`config.mk`:
```
export PLATFORM = sky130hd
export DESIGN_NAME = alu8_exec
export DESIGN_NICKNAME = d
export VERILOG_FILES = /design/src/rtl/alu8_pkg.sv /design/src/rtl/alu8_adder.sv /design/src/rtl/alu8_bitops.sv /design/src/rtl/alu8_decode.sv /design/src/rtl/alu8_exec.sv
export SDC_FILE = /design/constraint.sdc
export NUM_CORES = 1
export LEC_CHECK = 0
export BUFFER_PORTS_ARGS = -buffer_cell sky130_fd_sc_hd__buf_4
export CAP_MARGIN = 20
export CORE_MARGIN = 2
export CORE_UTILIZATION = 56
export CTS_CLUSTER_SIZE = 28
export DETAILED_ROUTE_END_ITERATION = 6
export GPL_TIMING_DRIVEN = 0
export PLACE_DENSITY = 0.81
export SLEW_MARGIN = 5
export SYNTH_ARGS = -nofsm -noshare
export SYNTH_HDL_FRONTEND = slang
export SYNTH_SLANG_ARGS = --single-unit
```
`constraint.sdc`:
```
create_clock -name clk_i -period 0.8 [get_ports clk_i]
set_clock_uncertainty 0.2 [all_clocks]
set_input_delay 0.12 -clock clk_i [delete_from_list [all_inputs] [get_ports clk_i]]
set_output_delay 0.12 -clock clk_i [all_outputs]
set_load 0.01 [all_outputs]
```
`src/rtl/alu8_pkg.sv`:
```
package alu8_pkg;

  typedef enum logic [4:0] {
    OP_NOP   = 5'd0,
    OP_ADD   = 5'd1,
    OP_SUB   = 5'd2,
    OP_AND_R = 5'd3,
    OP_OR_R  = 5'd4,
    OP_XOR_R = 5'd5,
    OP_AND_I = 5'd6,
    OP_OR_I  = 5'd7,
    OP_XOR_I = 5'd8,
    OP_MOV_I = 5'd9,
    OP_COM   = 5'd10,
    OP_MOV_R = 5'd11,
    OP_INC   = 5'd12,
    OP_DEC   = 5'd13,
    OP_INCSZ = 5'd14,
    OP_DECSZ = 5'd15,
    OP_RL    = 5'd16,
    OP_RR    = 5'd17,
    OP_SWAP  = 5'd18,
    OP_CLR_A = 5'd19,
    OP_CLR_R = 5'd20,
    OP_MOV_AR= 5'd21,
    OP_BCLR  = 5'd22,
    OP_BSET  = 5'd23,
    OP_BTSC  = 5'd24,
    OP_BTSS  = 5'd25
  } alu_op_e;

  typedef enum logic [1:0] {DST_NONE, DST_ACC, DST_REG, DST_D} dst_e;
  typedef enum logic [1:0] {SK_NONE, SK_ZERO, SK_BCLR, SK_BSET} skip_e;
  typedef enum logic [1:0] {B_ACC, B_NACC, B_ZERO, B_ONES} addb_e;

  typedef struct packed {
    dst_e  dst;
    logic  upd_c;
    logic  upd_dc;
    logic  upd_z;
    skip_e skip;
    addb_e add_b;
    logic  add_cin;
    logic  rot_c;
  } dec_t;

endpackage

```
`src/rtl/alu8_adder.sv`:
```
module alu8_adder #(
  parameter int WIDTH = 8
) (
  input  logic [WIDTH-1:0] a_i,
  input  logic [WIDTH-1:0] b_i,
  input  logic             cin_i,
  output logic [WIDTH-1:0] sum_o,
  output logic             cout_o,
  output logic             hcout_o
);
  localparam int HALF = WIDTH / 2;
  localparam int UPPER = WIDTH - HALF;

  logic [HALF:0]  lo;
  logic [UPPER:0] hi;

  // split at the nibble boundary so the half carry is a real adder output
  always_comb begin
    lo = {1'b0, a_i[HALF-1:0]} + {1'b0, b_i[HALF-1:0]} + {{HALF{1'b0}}, cin_i};
    hi = {1'b0, a_i[WIDTH-1:HALF]} + {1'b0, b_i[WIDTH-1:HALF]} + {{UPPER{1'b0}}, lo[HALF]};
  end

  assign sum_o   = {hi[UPPER-1:0], lo[HALF-1:0]};
  assign cout_o  = hi[UPPER];
  assign hcout_o = lo[HALF];
endmodule

```
`src/rtl/alu8_bitops.sv`:
```
module alu8_bitops #(
  parameter int WIDTH = 8,
  parameter int SELW  = $clog2(WIDTH)
) (
  input  logic [WIDTH-1:0] val_i,
  input  logic [SELW-1:0]  sel_i,
  input  logic             cin_i,
  output logic [WIDTH-1:0] rl_o,
  output logic [WIDTH-1:0] rr_o,
  output logic [WIDTH-1:0] swap_o,
  output logic [WIDTH-1:0] set_o,
  output logic [WIDTH-1:0] clr_o,
  output logic             bit_o
);
  localparam int HALF = WIDTH / 2;

  logic [WIDTH-1:0] mask;

  for (genvar i = 0; i < WIDTH; i++) begin : g_mask
    assign mask[i] = (sel_i == SELW'(i));
  end

  assign rl_o   = {val_i[WIDTH-2:0], cin_i};
  assign rr_o   = {cin_i, val_i[WIDTH-1:1]};
  assign swap_o = {val_i[HALF-1:0], val_i[WIDTH-1:HALF]};
  assign set_o  = val_i | mask;
  assign clr_o  = val_i & ~mask;
  assign bit_o  = |(val_i & mask);
endmodule

```
`src/rtl/alu8_decode.sv`:
```
module alu8_decode
  import alu8_pkg::*;
(
  input  logic [4:0] op_i,
  output dec_t       dec_o
);
  always_comb begin
    dec_o = '{dst: DST_NONE, upd_c: 1'b0, upd_dc: 1'b0, upd_z: 1'b0,
              skip: SK_NONE, add_b: B_ACC, add_cin: 1'b0, rot_c: 1'b0};
    case (op_i)
      OP_ADD:   begin dec_o.dst = DST_D; dec_o.upd_c = 1'b1; dec_o.upd_dc = 1'b1; dec_o.upd_z = 1'b1; end
      OP_SUB:   begin
        dec_o.dst = DST_D; dec_o.upd_c = 1'b1; dec_o.upd_dc = 1'b1; dec_o.upd_z = 1'b1;
        dec_o.add_b = B_NACC; dec_o.add_cin = 1'b1;
      end
      OP_AND_R, OP_OR_R, OP_XOR_R, OP_COM, OP_MOV_R:
                begin dec_o.dst = DST_D; dec_o.upd_z = 1'b1; end
      OP_AND_I, OP_OR_I, OP_XOR_I, OP_CLR_A:
                begin dec_o.dst = DST_ACC; dec_o.upd_z = 1'b1; end
      OP_MOV_I: dec_o.dst = DST_ACC;
      OP_INC:   begin dec_o.dst = DST_D; dec_o.upd_z = 1'b1; dec_o.add_b = B_ZERO; dec_o.add_cin = 1'b1; end
      OP_DEC:   begin dec_o.dst = DST_D; dec_o.upd_z = 1'b1; dec_o.add_b = B_ONES; end
      OP_INCSZ: begin dec_o.dst = DST_D; dec_o.skip = SK_ZERO; dec_o.add_b = B_ZERO; dec_o.add_cin = 1'b1; end
      OP_DECSZ: begin dec_o.dst = DST_D; dec_o.skip = SK_ZERO; dec_o.add_b = B_ONES; end
      OP_RL, OP_RR:
                begin dec_o.dst = DST_D; dec_o.upd_c = 1'b1; dec_o.rot_c = 1'b1; end
      OP_SWAP:  dec_o.dst = DST_D;
      OP_CLR_R: begin dec_o.dst = DST_REG; dec_o.upd_z = 1'b1; end
      OP_MOV_AR, OP_BCLR, OP_BSET:
                dec_o.dst = DST_REG;
      OP_BTSC:  dec_o.skip = SK_BCLR;
      OP_BTSS:  dec_o.skip = SK_BSET;
      default:  ;
    endcase
  end
endmodule

```
`src/rtl/alu8_exec.sv`:
```
module alu8_exec
  import alu8_pkg::*;
#(
  parameter int WIDTH = 8,
  parameter int SELW  = $clog2(WIDTH)
) (
  input  logic             clk_i,
  input  logic             rst_ni,
  input  logic             valid_i,
  input  logic [4:0]       op_i,
  input  logic [WIDTH-1:0] acc_i,
  input  logic [WIDTH-1:0] reg_i,
  input  logic [WIDTH-1:0] imm_i,
  input  logic [SELW-1:0]  bit_i,
  input  logic             d_i,
  input  logic             carry_i,
  output logic             valid_o,
  output logic [WIDTH-1:0] result_o,
  output logic             wr_acc_o,
  output logic             wr_reg_o,
  output logic             c_o,
  output logic             dc_o,
  output logic             z_o,
  output logic             upd_c_o,
  output logic             upd_dc_o,
  output logic             upd_z_o,
  output logic             skip_o
);
  dec_t dec;
  logic [WIDTH-1:0] add_b, sum, rl_v, rr_v, swap_v, set_v, clr_v, res;
  logic cout, hcout, bit_v, res_zero;
  logic c_n, dc_n, z_n, skip_n, wr_acc_n, wr_reg_n;

  alu8_decode u_dec (.op_i(op_i), .dec_o(dec));

  always_comb begin
    case (dec.add_b)
      B_ACC:   add_b = acc_i;
      B_NACC:  add_b = ~acc_i;
      B_ZERO:  add_b = '0;
      default: add_b = '1;
    endcase
  end

  alu8_adder #(.WIDTH(WIDTH)) u_add (
    .a_i(reg_i), .b_i(add_b), .cin_i(dec.add_cin),
    .sum_o(sum), .cout_o(cout), .hcout_o(hcout)
  );

  alu8_bitops #(.WIDTH(WIDTH), .SELW(SELW)) u_bit (
    .val_i(reg_i), .sel_i(bit_i), .cin_i(carry_i),
    .rl_o(rl_v), .rr_o(rr_v), .swap_o(swap_v),
    .set_o(set_v), .clr_o(clr_v), .bit_o(bit_v)
  );

  always_comb begin
    case (op_i)
      OP_ADD, OP_SUB, OP_INC, OP_DEC, OP_INCSZ, OP_DECSZ: res = sum;
      OP_AND_R:  res = reg_i & acc_i;
      OP_OR_R:   res = reg_i | acc_i;
      OP_XOR_R:  res = reg_i ^ acc_i;
      OP_AND_I:  res = acc_i & imm_i;
      OP_OR_I:   res = acc_i | imm_i;
      OP_XOR_I:  res = acc_i ^ imm_i;
      OP_MOV_I:  res = imm_i;
      OP_COM:    res = ~reg_i;
      OP_MOV_R:  res = reg_i;
      OP_RL:     res = rl_v;
      OP_RR:     res = rr_v;
      OP_SWAP:   res = swap_v;
      OP_MOV_AR: res = acc_i;
      OP_BCLR:   res = clr_v;
      OP_BSET:   res = set_v;
      default:   res = '0;
    endcase
  end

  assign res_zero = (res == '0);

  always_comb begin
    if (!dec.upd_c)       c_n = carry_i;
    else if (!dec.rot_c)  c_n = cout;
    else if (op_i == OP_RL) c_n = reg_i[WIDTH-1];
    else                  c_n = reg_i[0];
    dc_n = dec.upd_dc & hcout;
    z_n  = dec.upd_z & res_zero;
    case (dec.skip)
      SK_ZERO: skip_n = res_zero;
      SK_BCLR: skip_n = ~bit_v;
      SK_BSET: skip_n = bit_v;
      default: skip_n = 1'b0;
    endcase
    wr_acc_n = (dec.dst == DST_ACC) || (dec.dst == DST_D && !d_i);
    wr_reg_n = (dec.dst == DST_REG) || (dec.dst == DST_D && d_i);
  end

  always_ff @(posedge clk_i or negedge rst_ni) begin
    if (!rst_ni) begin
      valid_o  <= 1'b0; result_o <= '0;
      wr_acc_o <= 1'b0; wr_reg_o <= 1'b0;
      c_o      <= 1'b0; dc_o     <= 1'b0; z_o      <= 1'b0;
      upd_c_o  <= 1'b0; upd_dc_o <= 1'b0; upd_z_o  <= 1'b0;
      skip_o   <= 1'b0;
    end else begin
      valid_o  <= valid_i;
      result_o <= valid_i ? res : '0;
      wr_acc_o <= valid_i & wr_acc_n;
      wr_reg_o <= valid_i & wr_reg_n;
      c_o      <= valid_i & c_n;
      dc_o     <= valid_i & dc_n;
      z_o      <= valid_i & z_n;
      upd_c_o  <= valid_i & dec.upd_c;
      upd_dc_o <= valid_i & dec.upd_dc;
      upd_z_o  <= valid_i & dec.upd_z;
      skip_o   <= valid_i & skip_n;
    end
  end

  // ---------------- assertions ----------------
  p_single_dest_r1: assert property (@(posedge clk_i) disable iff (!rst_ni)
    !(wr_acc_o && wr_reg_o));

  p_add_carry_r2: assert property (@(posedge clk_i) disable iff (!rst_ni)
    (valid_i && op_i == OP_ADD) |=> upd_c_o && upd_dc_o && upd_z_o &&
      (c_o == (({1'b0, $past(reg_i)} + {1'b0, $past(acc_i)}) > {1'b0, {WIDTH{1'b1}}})));

  p_sub_noborrow_r3: assert property (@(posedge clk_i) disable iff (!rst_ni)
    (valid_i && op_i == OP_SUB) |=> (c_o == ($past(reg_i) >= $past(acc_i))));

  p_rotl_carry_r5: assert property (@(posedge clk_i) disable iff (!rst_ni)
    (valid_i && op_i == OP_RL) |=> (result_o[0] == $past(carry_i)) &&
      (c_o == $past(reg_i[WIDTH-1])) && !upd_z_o && !upd_dc_o);

  p_zero_flag_r11: assert property (@(posedge clk_i) disable iff (!rst_ni)
    (valid_o && upd_z_o) |-> (z_o == (result_o == '0)));

  p_carry_hold_r11: assert property (@(posedge clk_i) disable iff (!rst_ni)
    (valid_i && op_i != OP_ADD && op_i != OP_SUB && op_i != OP_RL && op_i != OP_RR)
      |=> !upd_c_o && (c_o == $past(carry_i)));

  p_idle_quiet_r12: assert property (@(posedge clk_i) disable iff (!rst_ni)
    !valid_i |=> !valid_o && !wr_acc_o && !wr_reg_o && !skip_o &&
      !upd_c_o && !upd_dc_o && !upd_z_o);
endmodule

```
After elaboration in Yosys (flattened, before gate mapping)
Cells that the tools add are included.
{ "word_totals": {"register_bits": 18, "in_bits": 37, "out_inout_bits": 18, "elab_cells": 115} }
{ "classes": {"n_addsub": 4, "eq_ne": 40, "muxes": 15, "bitwise": 24, "n_reduce_logical": 21} }
{ "op_table": {"columns": ["cell", "count"], "rows": [
  ["$pmux 8 s16", 1],
  ["$eq 5x5->1 const B", 10],
  ["$eq 5x4->1 const B", 8],
  ["$and 8x8->8", 4],
  ["$reduce_or 14->1", 2],
  ["$not 8->8", 3],
  ["$or 8x8->8", 3],
  ["$pmux 8 s3", 1],
  ["$eq 5x3->1 const B", 4],
  ["$pmux 2 s3", 3],
  ["$xor 8x8->8", 2],
  ["$eq 3x3->1 const B", 4],
  ["$and 1x1->1", 11],
  ["$add 4x4->5", 2],
  ["$add 5x1->5", 2],
  ["$eq 2x2->1 const B", 5],
  ["$eq 5x2->1 const B", 2],
  ["$reduce_or 2->1", 5],
  ["$logic_not 8->1", 1],
  ["$mux 1", 8],
  ["$mux 8", 1],
  ["$reduce_or 4->1", 2],
  ["$reduce_or 8->1", 1],
  ["$eq 2x1->1 const B", 3],
  ["other kinds (13)", 16]
]} }

Longest topological paths before layout
{ "logic_depth": {"ltp_word": 12, "ltp_mapped": 19, "ltp_nobuf": 16} }

Modules after synthesis
From an unflattened synthesis, not the netlist that was laid out.
{ "unflattened": {"cells_unflattened": 370, "area_unflattened_um2": 3111.7} }
{ "by_module_without_submodules": {"columns": ["mod", "instances", "cells_per_inst", "area_each_um2", "seq_area_each_um2"], "rows": [
  ["alu8_exec", 1, 243, 2157.1, 450.4],
  ["alu8_bitops", 1, 54, 404.1, 0.0],
  ["alu8_adder", 1, 33, 287.8, 0.0],
  ["alu8_decode", 1, 40, 262.8, 0.0]
]} }

Least setup slack after synthesis
Ideal clock, no wire load.
{ "synth_path": {"path_type": "input port to flip-flop", "from": "in op_i[0]", "to": "reg skip_o", "setup_ns": 0.092, "arrival_ns": 4.414, "t_required_ns": 0.508, "slack_ns": -3.906, "cell_stages": 17, "n_path_buf": 4, "path_cell_list": "buf_6 > buf_6 > buf_6 > clkbuf_1 > nand3_1 > o21a_1 > o21ai_0 > fa_1 > fa_1 > a21o_1 > a21o_1 > fa_1 > fa_1 > a2111oi_2 > o211ai_1 > or4_4 > o31ai_2"} }
{ "synth_via": {"elab_chain_cells": 12, "elab_cells_between_ends": 46, "cone_classes": "add/sub (4); eq/ne (28); mux (6); bitwise (1); reduce/logical (7)"} }
{ "synth_lines": {"columns": ["item", "line", "rtl"], "rows": [
  ["start: declaration", "alu8_exec.sv:10", "input logic [4:0] op_i,"],
  ["$eq 5x4->1", "alu8_decode.sv:10, alu8_exec.sv:57", null],
  ["$reduce_or 2->1 (no source line)", null, null],
  ["$pmux 2 s3", "alu8_decode.sv:10", "case (op_i)"],
  ["$eq 2x2->1 (tied with other cells)", "alu8_exec.sv:37", "case (dec.add_b)"],
  ["$pmux 8 s3", "alu8_exec.sv:37", null],
  ["$add 4x4->5", "alu8_adder.sv:19", "lo = {1'b0, a_i[HALF-1:0]} + {1'b0, b_i[HALF-1:0]} + {{HALF{1'b0}}, cin_i};"],
  ["$add 5x1->5", "alu8_adder.sv:19", null],
  ["$add 5x1->5", "alu8_adder.sv:20", "hi = {1'b0, a_i[WIDTH-1:HALF]} + {1'b0, b_i[WIDTH-1:HALF]} + {{UPPER{1'b0}}, lo[HALF]};"],
  ["$pmux 8 s16", "alu8_exec.sv:57", "case (op_i)"],
  ["$logic_not 8->1", "alu8_exec.sv:78", "assign res_zero = (res == '0);"],
  ["$pmux 1 s3 *", "alu8_exec.sv:87", "case (dec.skip)"],
  ["$and 1x1->1 *", "alu8_exec.sv:115", "skip_o <= valid_i & skip_n;"],
  ["end signal: assignment", "alu8_exec.sv:115", null],
  ["end: declaration", "alu8_exec.sv:27", "output logic skip_o"]
]} }
Mark *: on every way between the ends. The rest lies on a longest branch, timed or not.

Final worst setup path
{ "layout_path": {"from": "in op_i[1]", "to": "reg z_o"} }
{ "layout_via": {"elab_chain_cells": 12, "elab_cells_between_ends": 43, "cone_classes": "add/sub (4); eq/ne (25); mux (5); bitwise (2); reduce/logical (7)"} }
{ "layout_lines": {"columns": ["item", "line", "rtl"], "rows": [
  ["$eq 5x4->1", "alu8_decode.sv:10, alu8_exec.sv:57", null],
  ["$reduce_or 2->1 (no source line)", null, null],
  ["$pmux 2 s3", "alu8_decode.sv:10", null],
  ["$eq 2x2->1 (tied with other cells)", "alu8_exec.sv:37", null],
  ["$pmux 8 s3", "alu8_exec.sv:37", null],
  ["$add 4x4->5", "alu8_adder.sv:19", null],
  ["$add 5x1->5", "alu8_adder.sv:19", null],
  ["$add 5x1->5", "alu8_adder.sv:20", null],
  ["$pmux 8 s16", "alu8_exec.sv:57", null],
  ["$logic_not 8->1", "alu8_exec.sv:78", null],
  ["$and 1x1->1 *", "alu8_exec.sv:86", "z_n = dec.upd_z & res_zero;"],
  ["$and 1x1->1 *", "alu8_exec.sv:111", "z_o <= valid_i & z_n;"],
  ["end signal: assignment", "alu8_exec.sv:111", null],
  ["end: declaration", "alu8_exec.sv:23", "output logic z_o,"]
]} }
Marks and branches as above.

==> impl_metrics.tcl <==
set metrics [dict create \
    cpMostUsedCell "fa_2" \
    ys_warn_count 0 \
    antenna_found_initial 0 \
    fin_crit_sh_pct 548 \
    clock_path_buffers 2 \
    max_freq_mhz 228 \
    yosysUniqueCellTypes 69 \
    swShare_pct 38.2 \
    regArea_um2 450 \
    root_buffer "clkbuf_8" \
    core_area_um2 4660 \
    synth-edff-count 0 \
    internal_power_uw 2410 \
    finalWeightedCongestion 1.08 \
    synthToLayoutAreaGrowth_pct 38.6 \
    holdBufCountCts 1 \
    slowest_stage "fa_2" \
    vias_per_cell 7.21 \
    violations "hold timing, setup timing" \
    critical_path.endpoint_type "register" \
    grt_pass1_wl_um 16200 \
    finalSetupViolCount 35 \
    worstMarginPinSlew_ps 1250 \
    num-fill-cells 321 \
    start_kind "input port" \
    cts_buffers 3 \
    clkTransAtPathRegs_ps 60 \
    peakVddDrop_uv 594 \
    seqPwrFrac_pct 25.7 \
    status "finished with violations" \
    ys_ff_latch 18 \
    routedWlPerCell_um 22.7 \
    multiInputGateArea_um2 2240 \
    wl_um 10600 \
    syn_area_um2 2670 \
    max-cap-violations 0 \
    top_usage_layer "met2" \
    grt_setup_unrepaired "yes" \
    gr-usage-met3_pct 8.29 \
    cts_sinks 18 \
    p_per_area_nw_per_um2 1060 \
    finalHoldViolCount 8 \
    clkPwrFrac_pct 18.9 \
    dieArea_um2 5330 \
    antenna_left 0 \
    hold_ws_ps -141 \
    avgSynthCellArea_um2 7.72 \
    start_util_pct 57.2 \
    cp.arrival_ps 4370 \
    ys_async_sr_fraction_pct 100 \
    path_max_fanout 3 \
    drive_gt1_share_pct 32.2 \
    synth.net_count 392 \
    diodes 0 \
    setup_ws_ps -3590 \
    slew_headroom_pct 15.4 \
    maxSlewViolCount 0 \
    pin_count 55 \
    fin_nets 461 \
    portBuffers 46 \
    grt_usage_pct 39.7 \
    tns_ps -39020 \
    dr.pass1.iters 5 \
    grt_pass1_vias 3089 \
    die_h_um 73.0 \
    grt_start_max_net_pins 19 \
    grt_overflow 0 \
    combPwrFrac_pct 55.5 \
    yosysSeqAreaShare_pct 16.9 \
    met2_usage_pct 62.8 \
    synth_compound_area_share_pct 32.3 \
    synth-xor-area-share_pct 4.93 \
    cpPeakStageDelay_ps 500 \
    synthAdderAreaFrac_pct 5.82 \
    crit_path_cell_trace "buf_8, buf_8, buf_8, nor2b_4, o211ai_1, inv_1, fa_2, fa_2, a21o_1, a21o_1, fa_2, fa_2, a2111oi_4, o211ai_1, or4_4, buf_4, nor3_2" \
    period_needed_ps 4390 \
    via_count 3368 \
    drcViolationCount 0 \
    grt_use_met1_pct 52.3 \
    synth-simple-area-share_pct 25.3 \
    fp-row-count 25 \
    h-tree-depth 1 \
    fp.dieW_um 73.0 \
    required_ps 780 \
    power_uw 3900 \
    leakagePower_uw 0.00158 \
    netlist_instances 345 \
    hpwlAfterDp_um 7290 \
    synthMuxAreaShare_pct 7.75 \
    drtIter0Drc 372 \
    switchingPower_uw 1490 \
    synth_top_family_by_area "compound AO/OA/AOI/OAI gates" \
    ys.flop_type "dfrtp_1" \
    cts_tree "built" \
    min_path_type "input port to register" \
    crit_type "input port to register" \
]
## final timing paths
path | from | end | slack (ps) | cells past startpoint
max in group asynchronous | rst_ni | result_o[4] | 120 | 2
setup / recovery | op_i[1] | z_o | -3590 | 17
hold / removal | valid_i | valid_o | -140 | 1
min in group asynchronous | rst_ni | result_o[6] | 90 | 2
## worst max-delay path: cells and delay by family
kind / cells / cell delay [ps]
fa+ha+maj: 4 / 1660
compound gates: 5 / 1260
buf+inv: 5 / 640
simple gates: 3 / 690
## metrics by stage
stage	util (%)	cells	cell area, um^2	worst slack (ps)	hold slack [ps]
final	79.2	467	3690	-3590	-141
after global routing	79.2	467	3690	-3730	-138
after CTS	77.0	463	3590	-3620	-148
after detailed placement	68.8	445	3210	-4410	-210
after global placement	68.8	445	3210	-4360	-214
after floorplan	-	345	2790	-3650	-376
## metal layers
metal  vias up  part of all wire (%)
met3        61                    12
met2       281                    46
li1       1441                     -
met4         0                   4.2
met5         -                     0
met1      1585                    38
## registers in the layout, indices dropped and copies added (netlist names)
name      flops
c_o           1
dc_o          1
result_o      8
skip_o        1
upd_c_o       1
upd_dc_o      1
upd_z_o       1
valid_o       1
wr_acc_o      1
wr_reg_o      1
z_o           1
## final cells by class
class / count / share of cell area, %
Multi-Input combinational cell: 293 / 60.6
Inverter: 5 / 0.508
Buffer: 29 / 7.93
Timing Repair Buffer: 64 / 15.4
Clock buffer: 4 / 1.49
Tap cell: 54 / 1.83
Sequential cell: 18 / 12.2
## power groups by stage
| stage | combinational, uW | clock (uW) | sequential, uW |
|---|---|---|---|
| after floorplan | 1060 | 0 | 1040 |
| after global placement | 1680 | 0 | 1000 |
| after detailed placement | 1710 | 0 | 1000 |
| after CTS | 1960 | 713 | 999 |
| after global routing | 2270 | 763 | 1010 |
| final | 2170 | 736 | 1000 |
## cells in the mapped netlist (3+ instances only)
library cell,number,area share [%]
buf_4,3,0.85
mux2i_1,15,5.6
buf_6,6,2.5
nand2_1,34,4.8
o221ai_1,3,0.99
nand3_1,17,3.2
nor3b_1,3,0.85
a21o_1,5,1.4
o211ai_1,4,1.1
nand3b_1,3,0.85
clkbuf_1,13,1.8
and3_1,4,0.94
a221oi_1,5,1.6
and3b_1,3,0.99
nand2b_1,4,0.94
o2bb2ai_1,6,2.0
xnor2_1,7,2.3
ha_1,6,2.8
nor3_1,10,1.9
a21oi_1,25,4.7
fa_1,4,3.0
a211oi_1,5,1.4
nor2b_1,8,1.9
and2_1,5,1.2
o22ai_1,11,2.6
nor2_1,18,2.5
dfrtp_1,18,17
o21a_1,8,2.3
xor2_1,8,2.6
o2111ai_1,3,0.99
buf_1,4,0.56
a2bb2oi_1,3,0.99
inv_1,4,0.56
o21ai_0,27,5.1
buf_2,3,0.56
## cells by family (layout without fill, tap and decap cells)
group	Yosys count	count (layout)
xor gates and xnor gates	15	15
and+or+nand+nor	124	124
muxes	18	18
adders and majority gates	10	10
DFF	18	18
AOI/OAI and AO/OA	126	126
buffers and inverters	34	102
## what timing repair did
action                                 in CTS  in global routing
endpoints found under the hold margin      27                  6
resized for setup                          47                 18
buffers inserted                           13                  5
setup endpoints to repair                  35                 35
pin swaps                                  20                 14
## layout by cell type, fill, tap and decap left out, types with 5 or more instances in the layout
| cell | instances |
|---|---|
| clkbuf_8 | 6 |
| dfrtp_1 | 18 |
| a21oi_1 | 20 |
| xor2_1 | 7 |
| ha_1 | 5 |
| buf_8 | 8 |
| clkbuf_1 | 8 |
| nand3_1 | 16 |
| xnor2_1 | 6 |
| o21a_1 | 8 |
| o2bb2ai_1 | 6 |
| buf_6 | 26 |
| o21ai_0 | 26 |
| mux2i_1 | 15 |
| a21oi_2 | 5 |
| nor2b_1 | 6 |
| o22ai_1 | 10 |
| buf_4 | 42 |
| nor2_1 | 15 |
| nand2_1 | 32 |
| a21o_1 | 5 |
| nor3_1 | 7 |
(Power assumes the default switching activity.)
